## src/rtl/phy_acc_pkg.sv

```systemverilog
package phy_acc_pkg;
  localparam int PHY_AW      = 6;
  localparam int PHY_DW      = 8;
  localparam int PHY_NUM     = 1 << PHY_AW;
  localparam int F_ADDR_LSB  = 0;
  localparam int F_WDATA_LSB = 8;
  localparam int F_RDATA_LSB = 16;
  localparam int B_WR        = 24;
  localparam int B_RD        = 25;
  localparam int B_ACK       = 26;

  typedef enum logic [1:0] {
    ST_IDLE = 2'd0,
    ST_BUSY = 2'd1,
    ST_DONE = 2'd2
  } acc_state_e;
endpackage

```

## src/rtl/phy_acc_regif.sv

```systemverilog
module phy_acc_regif
  import phy_acc_pkg::*;
#(
  parameter int          BUS_AW     = 10,
  parameter int unsigned ACC_OFFSET = 'h10
) (
  input  logic              clk_i,
  input  logic              rst_ni,
  input  logic              bus_sel_i,
  input  logic              bus_we_i,
  input  logic [BUS_AW-1:0] bus_addr_i,
  input  logic [31:0]       bus_wdata_i,
  output logic [31:0]       bus_rdata_o,
  input  logic              ack_i,
  input  logic              rd_load_i,
  input  logic [PHY_DW-1:0] rd_value_i,
  output logic [PHY_AW-1:0] addr_o,
  output logic [PHY_DW-1:0] wdata_o,
  output logic              wr_req_o,
  output logic              rd_req_o
);
  logic              hit;
  logic [PHY_AW-1:0] addr_q;
  logic [PHY_DW-1:0] wdata_q, rdata_q;
  logic              wr_q, rd_q;

  assign hit = bus_sel_i && (bus_addr_i == BUS_AW'(ACC_OFFSET));

  always_ff @(posedge clk_i or negedge rst_ni) begin
    if (!rst_ni) begin
      addr_q  <= '0;
      wdata_q <= '0;
      wr_q    <= 1'b0;
      rd_q    <= 1'b0;
    end else if (hit && bus_we_i) begin
      addr_q  <= bus_wdata_i[F_ADDR_LSB +: PHY_AW];
      wdata_q <= bus_wdata_i[F_WDATA_LSB +: PHY_DW];
      wr_q    <= bus_wdata_i[B_WR];
      rd_q    <= bus_wdata_i[B_RD];
    end
  end

  always_ff @(posedge clk_i or negedge rst_ni) begin
    if (!rst_ni)        rdata_q <= '0;
    else if (rd_load_i) rdata_q <= rd_value_i;
  end

  always_comb begin
    bus_rdata_o = '0;
    if (hit) begin
      bus_rdata_o[F_ADDR_LSB +: PHY_AW]  = addr_q;
      bus_rdata_o[F_WDATA_LSB +: PHY_DW] = wdata_q;
      bus_rdata_o[F_RDATA_LSB +: PHY_DW] = rdata_q;
      bus_rdata_o[B_WR]                  = wr_q;
      bus_rdata_o[B_RD]                  = rd_q;
      bus_rdata_o[B_ACK]                 = ack_i;
    end
  end

  assign addr_o   = addr_q;
  assign wdata_o  = wdata_q;
  assign wr_req_o = wr_q;
  assign rd_req_o = rd_q;

  assert_rdata_hold_R4: assert property (@(posedge clk_i) disable iff (!rst_ni)
    !rd_load_i |=> $stable(rdata_q));
endmodule

```

## src/rtl/phy_acc_fsm.sv

```systemverilog
module phy_acc_fsm
  import phy_acc_pkg::*;
#(
  parameter int ACC_LAT = 2
) (
  input  logic              clk_i,
  input  logic              rst_ni,
  input  logic              wr_req_i,
  input  logic              rd_req_i,
  input  logic [PHY_AW-1:0] addr_i,
  input  logic [PHY_DW-1:0] wdata_i,
  output logic              ack_o,
  output logic              phy_we_o,
  output logic              rd_load_o,
  output logic [PHY_AW-1:0] op_addr_o,
  output logic [PHY_DW-1:0] op_data_o
);
  localparam int CNT_W = $clog2(ACC_LAT + 1);

  acc_state_e        state_q;
  logic [CNT_W-1:0]  cnt_q;
  logic [PHY_AW-1:0] snap_addr_q;
  logic [PHY_DW-1:0] snap_data_q;
  logic              snap_wr_q;
  logic              any_req, finish;

  assign any_req = wr_req_i || rd_req_i;
  assign finish  = (state_q == ST_BUSY) && (cnt_q == '0);

  always_ff @(posedge clk_i or negedge rst_ni) begin
    if (!rst_ni) begin
      state_q     <= ST_IDLE;
      cnt_q       <= '0;
      snap_addr_q <= '0;
      snap_data_q <= '0;
      snap_wr_q   <= 1'b0;
    end else begin
      unique case (state_q)
        ST_IDLE: if (any_req) begin
          state_q     <= ST_BUSY;
          cnt_q       <= CNT_W'(ACC_LAT - 1);
          snap_addr_q <= addr_i;
          snap_data_q <= wdata_i;
          snap_wr_q   <= wr_req_i;  // write wins over read
        end
        ST_BUSY: begin
          if (cnt_q == '0) state_q <= ST_DONE;
          else             cnt_q   <= cnt_q - 1'b1;
        end
        ST_DONE: if (!any_req) state_q <= ST_IDLE;
        default: state_q <= ST_IDLE;
      endcase
    end
  end

  assign ack_o     = (state_q == ST_DONE);
  assign phy_we_o  = finish && snap_wr_q;
  assign rd_load_o = finish && !snap_wr_q;
  assign op_addr_o = snap_addr_q;
  assign op_data_o = snap_data_q;

  assert_ack_holds_R5: assert property (@(posedge clk_i) disable iff (!rst_ni)
    (ack_o && any_req) |=> ack_o);
  assert_ack_release_R5: assert property (@(posedge clk_i) disable iff (!rst_ni)
    (ack_o && !any_req) |=> !ack_o);
endmodule

```

## src/rtl/phy_acc_regfile.sv

```systemverilog
module phy_acc_regfile
  import phy_acc_pkg::*;
#(
  parameter logic [PHY_NUM-1:0] IMPL_MASK = 64'h0000_0000_0000_39FF
) (
  input  logic              clk_i,
  input  logic              rst_ni,
  input  logic              we_i,
  input  logic [PHY_AW-1:0] addr_i,
  input  logic [PHY_DW-1:0] wdata_i,
  output logic [PHY_DW-1:0] rdata_o
);
  logic [PHY_DW-1:0] regs_q [PHY_NUM];

  always_ff @(posedge clk_i or negedge rst_ni) begin
    if (!rst_ni) begin
      for (int i = 0; i < PHY_NUM; i++) regs_q[i] <= '0;
    end else if (we_i && IMPL_MASK[addr_i]) begin
      regs_q[addr_i] <= wdata_i;
    end
  end

  assign rdata_o = IMPL_MASK[addr_i] ? regs_q[addr_i] : '0;
endmodule

```

## src/rtl/phy_acc_port.sv

```systemverilog
module phy_acc_port
  import phy_acc_pkg::*;
#(
  parameter int                 BUS_AW     = 10,
  parameter int unsigned        ACC_OFFSET = 'h10,
  parameter int                 ACC_LAT    = 2,
  parameter logic [PHY_NUM-1:0] IMPL_MASK  = 64'h0000_0000_0000_39FF
) (
  input  logic              clk_i,
  input  logic              rst_ni,
  input  logic              bus_sel_i,
  input  logic              bus_we_i,
  input  logic [BUS_AW-1:0] bus_addr_i,
  input  logic [31:0]       bus_wdata_i,
  output logic [31:0]       bus_rdata_o
);
  logic              ack, phy_we, rd_load, wr_req, rd_req;
  logic [PHY_AW-1:0] fld_addr, op_addr;
  logic [PHY_DW-1:0] fld_wdata, op_data, rf_rdata;

  phy_acc_regif #(.BUS_AW(BUS_AW), .ACC_OFFSET(ACC_OFFSET)) u_regif (
    .clk_i, .rst_ni, .bus_sel_i, .bus_we_i, .bus_addr_i, .bus_wdata_i, .bus_rdata_o,
    .ack_i(ack), .rd_load_i(rd_load), .rd_value_i(rf_rdata),
    .addr_o(fld_addr), .wdata_o(fld_wdata), .wr_req_o(wr_req), .rd_req_o(rd_req)
  );

  phy_acc_fsm #(.ACC_LAT(ACC_LAT)) u_fsm (
    .clk_i, .rst_ni, .wr_req_i(wr_req), .rd_req_i(rd_req),
    .addr_i(fld_addr), .wdata_i(fld_wdata), .ack_o(ack),
    .phy_we_o(phy_we), .rd_load_o(rd_load), .op_addr_o(op_addr), .op_data_o(op_data)
  );

  phy_acc_regfile #(.IMPL_MASK(IMPL_MASK)) u_rf (
    .clk_i, .rst_ni, .we_i(phy_we), .addr_i(op_addr), .wdata_i(op_data), .rdata_o(rf_rdata)
  );

  assert_commit_then_ack_R3: assert property (@(posedge clk_i) disable iff (!rst_ni)
    phy_we |=> ack);
  assert_no_access_acked_R6: assert property (@(posedge clk_i) disable iff (!rst_ni)
    ack |-> !(phy_we || rd_load));
endmodule

```

## config.mk

```make
export PLATFORM = sky130hd
export DESIGN_NAME = phy_acc_port
export DESIGN_NICKNAME = d
export VERILOG_FILES = /design/src/rtl/phy_acc_pkg.sv /design/src/rtl/phy_acc_regif.sv /design/src/rtl/phy_acc_fsm.sv /design/src/rtl/phy_acc_regfile.sv /design/src/rtl/phy_acc_port.sv
export SDC_FILE = /design/constraint.sdc
export NUM_CORES = 1
export LEC_CHECK = 0
export ABC_AREA = 1
export BUFFER_PORTS_ARGS = -buffer_cell sky130_fd_sc_hd__buf_2
export CORE_UTILIZATION = 35
export CTS_BUF_LIST = sky130_fd_sc_hd__clkbuf_8
export CTS_CLUSTER_SIZE = 28
export DETAILED_ROUTE_END_ITERATION = 6
export PLACE_DENSITY = 0.46
export SLEW_MARGIN = 20
export SYNTH_ARGS = -nofsm -noshare
export SYNTH_HDL_FRONTEND = slang
export SYNTH_HIERARCHICAL = 1
export SYNTH_SLANG_ARGS = --single-unit
```

## constraint.sdc

```tcl
create_clock -name clk_i -period 3.1 [get_ports clk_i]
set_input_delay 0.155 -clock clk_i [delete_from_list [all_inputs] [get_ports clk_i]]
set_output_delay 0.155 -clock clk_i [all_outputs]
set_load 0.01 [all_outputs]
```

== Yosys cells after proc, flatten, opt, wreduce, memory -nomap -nowiden ==
Memory sizes are Yosys's and may differ from the RTL's.
Cells that the tools add are included.

* Add/sub/neg operators: 1
* $lt $le $gt $ge: 3
* Equality and inequality tests: 7
* Muxes and demuxes: 16
* Bitwise gates (word level): 1
* Reductions and logical operators: 15

{| class="wikitable"
|+ Operators with widths
! operator !! count
|-
| bitwise mux 512 bit || 1
|-
| binary-select mux 8 bit (select 6 bit) || 1
|-
| demux 8 bit (select 6 bit) || 1
|-
| two-way mux 8 bit || 4
|-
| two-way mux 19 bit || 1
|-
| == test 10 x 5 -> 1 bit (second input constant) || 1
|-
| two-way mux 2 bit || 4
|-
| greater-or-equal comparator 7 bit (second input constant) || 1
|-
| logical AND 1 bit || 7
|-
| less-than comparator 6 x 7 -> 1 bit (second input constant) || 1
|-
| less-than comparator 7 x 1 -> 1 bit (second input constant) || 1
|-
| inverter 6 -> 7 bit || 1
|-
| two-way mux 6 bit || 1
|-
| != test 2 bit (second input constant) || 3
|-
| case mux 2 bit (3 select lines) || 1
|-
| AND reduction 3 bit || 2
|-
| zero test 2 bit || 2
|-
| case mux 2 bit (2 select lines) || 1
|-
| == test 2 x 1 -> 1 bit (second input constant) || 1
|-
| == test 2 bit (second input constant) || 1
|-
| != test 2 x 1 -> 1 bit (second input constant) || 1
|-
| AND reduction 2 bit || 1
|-
| nonzero test 2 bit || 1
|-
| subtractor 2 x 1 -> 2 bit (second input constant) || 1
|-
| 3 further kinds || 3
|}

* Register bits: 555
* Memory bits (read-only): 64
* Input port bits: 46
* Output and inout bits: 32
* Logic and storage cells: 118
* Memories kept: 1

{| class="wikitable"
|+ Memories
! name !! words !! bits a word !! rd ports !! clocked after Yosys merged registers in !! wr ports !! line !! text
|-
| (no name shown) || 64 || 1 || 1 || 0 || 0 || phy_acc_regfile.sv:18 || <nowiki>end else if (we_i && IMPL_MASK[addr_i]) begin</nowiki>
|}

== Logic depth before layout (Yosys ltp) ==
* Depth in word-level cells: 6
* Depth in mapped cells: 16
* Gate-level depth less buffers: 13

== Cells and area by module ==
Netlist, hierarchy kept.

{| class="wikitable"
|+ By module, submodules not included
! module !! times used !! cells an instance !! area an instance (sq um) !! seq. area each (sq um)
|-
| phy_acc_regfile || 1 || 2724 || 21737.1 || 12812.3
|-
| phy_acc_regif || 1 || 165 || 1281.2 || 600.6
|-
| phy_acc_fsm || 1 || 97 || 853.3 || 475.5
|}

== Worst setup path after synthesis ==
OpenSTA, ideal clock, no wires.

* Path kind: reg-to-reg
* From: register u_fsm.cnt_q[0]
* To: register u_rf/regs_q[454] (netlist name)
* Arrival: 1.852 ns
* Setup slack: 1.119 ns
* Stages on the path, launching flop included: 11
* Path buffers: 2
* Clock period less this slack: 1.981 ns
* Path through: dfrtp_1 inv_1 ha_1 nand3_1 nor2_1 nand2_8 or3_1 buf_2 buf_6 nand2_2 o21ai_2

* Longest elaborated chain between the ends: 4

{| class="wikitable"
|+ RTL lines
! what !! line !! text
|-
| start: declaration || phy_acc_fsm.sv:21 || <nowiki>logic [CNT_W-1:0] cnt_q;</nowiki>
|-
| start signal: assignment || phy_acc_fsm.sv:41 || <nowiki>cnt_q <= CNT_W'(ACC_LAT - 1);</nowiki>
|-
| start signal: assignment || phy_acc_fsm.sv:48 || <nowiki>else cnt_q <= cnt_q - 1'b1;</nowiki>
|-
| zero test 2 bit || phy_acc_fsm.sv:28 || <nowiki>assign finish = (state_q == ST_BUSY) && (cnt_q == '0);</nowiki>
|-
| logical AND 1 bit || phy_acc_fsm.sv:28 ||
|-
| logical AND 1 bit || phy_acc_fsm.sv:57 || <nowiki>assign phy_we_o = finish && snap_wr_q;</nowiki>
|-
| via phy_we || phy_acc_port.sv:17 || <nowiki>logic ack, phy_we, rd_load, wr_req, rd_req;</nowiki>
|-
| logical AND 1 bit || phy_acc_regfile.sv:18 ||
|-
| end signal: indexed assignment || phy_acc_regfile.sv:19 || <nowiki>regs_q[addr_i] <= wdata_i;</nowiki>
|-
| end: declaration || phy_acc_regfile.sv:13 || <nowiki>logic [PHY_DW-1:0] regs_q [PHY_NUM];</nowiki>
|}

The timed path passes the listed nets, and every way through them passes these cells.
A chain may end at the register's enable or synchronous reset.

== Worst setup path in the final report ==
* From: register u_fsm.snap_addr_q[0] (netlist: u_fsm/op_addr_o[0])
* To: register u_regif.rdata_q[6]

* Longest elaborated chain between the ends: 5

{| class="wikitable"
|+ RTL lines
! what !! line !! text
|-
| start: declaration || phy_acc_fsm.sv:22 || <nowiki>logic [PHY_AW-1:0] snap_addr_q;</nowiki>
|-
| start signal: assignment || phy_acc_fsm.sv:42 || <nowiki>snap_addr_q <= addr_i;</nowiki>
|-
| inverter 6 -> 7 bit (implied by the code) || phy_acc_regfile.sv:23 || <nowiki>assign rdata_o = IMPL_MASK[addr_i] ? regs_q[addr_i] : '0;</nowiki>
|-
| binary-select mux 8 bit (select 6 bit) || phy_acc_regfile.sv:23 ||
|-
| two-way mux 8 bit (implied by the code) (2 in series) || phy_acc_regfile.sv:23 ||
|-
| two-way mux 8 bit * || phy_acc_regfile.sv:23 ||
|-
| via rf_rdata[6] || phy_acc_port.sv:19 || <nowiki>logic [PHY_DW-1:0] fld_wdata, op_data, rf_rdata;</nowiki>
|-
| end signal: assignment || phy_acc_regif.sv:45 || <nowiki>else if (rd_load_i) rdata_q <= rd_value_i;</nowiki>
|-
| end: declaration || phy_acc_regif.sv:24 || <nowiki>logic [PHY_DW-1:0] wdata_q, rdata_q;</nowiki>
|}

Mark *: on every way through the listed nets, which the timed path passes. The rest lies on a longest branch. The select of a mux whose other input is x is not followed.

==> flow_summary.toml <==
[floorplanning]
die_w_um = 263.2
dieArea_um2 = 69250
ios = 78
initial_core_util_pct = 35.48
die_h_um = 263.2
core_area_um2 = 67280
rows = 95

[pwr]
p_leak_nw = 14.16
power_density_nw_per_um2 = 550.0
ir_drop_mv = 0.2974

[route]
drt_iter0_markers = 989
first_pass_iters = 5
wire_per_inst_um = 14.74
vias = 15710
vias_per_cell = 4.325
final_antenna_net_count = 0
drcViolationCount = 0
routed_wl_um = 53550

[placed_design]
hpwlAfterDp_um = 31560
preCtsSetupSlack_ps = 571.1
numPortBuffers = 54
gp_congestion = 0.7599

[synth]
yosys-top-cells-area = "dfrtp_1 (58%), nand2_1 (23%), clkbuf_1 (6.9%)"
ys_types = 33
synth.avg_cell_area_um2 = 7.995
netlist_area_um2 = 23870
yosysSeqAreaShare_pct = 58.18
yosysTopAreaCellShare_pct = 58.18
yosysWarnings = 6
synth_edf_count = 0
synthTopCellsByCount = "nand2_1 (1474), dfrtp_1 (555), clkbuf_1 (438), nor2_1 (102), buf_2 (82)"
synthesis.instances = 2986
synthArstFlopShare_pct = 100.0
synth_top_cell_by_area = "dfrtp_1"
ys.flop_type = "dfrtp_1"
yosysMostFrequentCell = "nand2_1"
ys_ff_latch = 555

[sta]
period_needed_ps = 2570
hold_ws_ps = 63.84
setup_ws_ps = 529.7
worstMarginPinSlew_ps = 761.0
finalHoldViolations = 0
relSlewSlack_pct = 49.08
fmax_ghz = 0.3891
timing.final.crit_share_pct = 82.91
tns_ps = 0
setup_viol = 0
rsz0062_at_grt = "no"
slew_viol_final = 0
fin_skew_ps = 33.38

[worst_setup_path]
crit_slowest_cell = "dfrtp_4"
r2r_end = "u_regif/rdata_q[6]"
cp-end-kind = "flop"
path_depth = 14
worstPathRequired_ps = 3690
r2r_setup_slack_ps = 530
crit_family = "buffers and inverters"
cp_common_cell = "nand2_1"
crit_chain = "inv_8 > buf_12 > nand2_1 > nand2_1 > nand2_1 > nand2_1 > nand2_1 > nand2_1 > nand2_1 > nand2_1 > nor2_1 > a21oi_1 > nand2_1 > o21ai_0"
start_kind = "flop"
cp.buffers_inverters = 2
r2r.worst_path.cells = 14
arrival_ps = 3160
rr_startpoint = "u_fsm/op_addr_o[0]"
slowest_delay_ps = 560
path_class = "reg2reg"
worstPathMaxFanout = 85

[clock_network]
h-tree-depth = 3
cts_tree = "built"
clockBufferDepth = 3
cts_root_buf = "clkbuf_8"
cts.clk_slew.worst_paths_ps = 60
post_cts_buffers = 0
numCtsBuffers = 97
clk_latency_ps = 670
cts_sinks = 555
cts_resized = 0

[outcome]
status = "complete, no violations"

[worst_hold_path]
min_delay_worst_endpoint = "u_regif/wr_req_o"
hold_depth = 4
hold_start = "bus_we_i"
hp-class = "in2reg"

[global_route]
grt_antenna_before_repair = 1
grt_pass1_wl_um = 88810
grt-ovfl-total = 0
grtUsageTotal_pct = 15.97
grt_pass1_vias = 16400
grt_max_degree = 95

[job]
maxCapViolations = 0

[layout]
layout.nets = 2729
areaGrowthSynthToFinish_pct = 8.695
drive_gt1_share_pct = 10.48
[power breakdown]
| part | switching (mW) | internal, mW |
|---|---|---|
| combinational | 0.220 | 0.0785 |
| clock | 2.99 | 3.71 |
| sequential | 0.0139 | 7.26 |
| total | 3.22 | 11.0 |
[routing by layer]
metal  track usage [%]  up-vias  routed length, µm
met5                 0        -                  0
met4             5.532        0               1200
li1                  -     8121                  -
met1             22.45     7266              26450
met3             2.572       94               1855
met2             24.97      229              24040
[through the flow]
| step | util [%] | total power, mW | instance area [µm²] | instances |
|---|---|---|---|---|
| detailed placement | 35.01 | 7.701 | 23550 | 3414 |
| global route | 38.57 | 14.95 | 25950 | 3632 |
| global placement | 35.01 | 7.695 | 23550 | 3414 |
| finish | 38.57 | 14.27 | 25950 | 3632 |
| floorplan | - | 7.495 | 23890 | 2992 |
| CTS | 38.56 | 14.57 | 25940 | 3630 |
[repair_timing]
| item | 4_1_cts | 5_1_grt |
|---|---|---|
| endpoints found under the hold margin | 366 | 0 |
| hold buffers | 42 | 0 |
| setup endpoints to repair | 0 | 0 |
[layout by cell type (no fill, tap or decap), types with 4 or more instances in the layout]
master / synthesis / final
a21oi_1: 51 / 51
buf_12: 0 / 17
buf_2: 82 / 53
buf_4: 13 / 29
clkbuf_8: 0 / 126
clkinv_2: 0 / 12
conb_1: 1 / 7
dfrtp_1: 555 / 552
dlygate4sd3_1: 0 / 42
inv_1: 71 / 103
nand2_1: 1474 / 1474
nand2_2: 5 / 5
nand3_1: 24 / 24
nand3_4: 5 / 5
nand4_1: 18 / 18
nor2_1: 102 / 102
nor2_8: 4 / 4
nor3_1: 6 / 6
o211ai_1: 8 / 8
o21ai_0: 47 / 47
o21ai_1: 32 / 32
o21ai_2: 8 / 8
[tightest hold or removal path, stage by stage]
cell and delay (ps):
buf_2 200, nand3_4 220, nand2_1 70, nand2_1 50
[final cells by class]
| type | instances | area (µm²) |
|---|---|---|
| Clock inverter | 48 | 234.0 |
| Multi-Input combinational cell | 1809 | 7425 |
| Inverter | 77 | 301.5 |
| Clock buffer | 126 | 1734 |
| Tap cell | 873 | 1092 |
| Sequential cell | 555 | 13900 |
| Antenna cell | 2 | 5.005 |
| Timing Repair Buffer | 142 | 1259 |
| Fill cell | 6777 | 41330 |
[worst max-delay path by stage]
stage / startpoint / end
after floorplan: u_fsm/cnt_q[0] / u_rf/regs_q[454]
final: u_fsm/op_addr_o[0] / u_regif/rdata_q[6]
after global routing: u_fsm/op_addr_o[0] / u_regif/rdata_q[6]
after global placement: u_fsm/op_addr_o[0] / u_regif/rdata_q[6]
after detailed placement: u_fsm/op_addr_o[0] / u_regif/rdata_q[4]
after CTS: u_fsm/op_addr_o[0] / u_regif/rdata_q[5]
[logic make-up after synthesis]
kind of cell	Yosys count	share of synthesized area, %
flops	555	58.18
compound gates	146	3.271
fa+ha+maj	1	0.05241
buf+inv	628	10.81
other cells	1	0.01571
simple gates	1655	27.67
[flip-flops by register name, summed over array words and instances (netlist names)]
| name | cells |
|---|---|
| u_fsm/cnt_q | 2 |
| u_fsm/op_addr_o | 6 |
| u_fsm/op_data_o | 8 |
| u_fsm/snap_wr_q | 1 |
| u_fsm/state_q | 2 |
| u_regif/addr_o | 6 |
| u_regif/rd_req_o | 1 |
| u_regif/rdata_q | 8 |
| u_regif/wdata_o | 8 |
| u_regif/wr_req_o | 1 |
| u_rf/regs_q | 512 |
No activity file was read; power rests on OpenSTA's default activity.
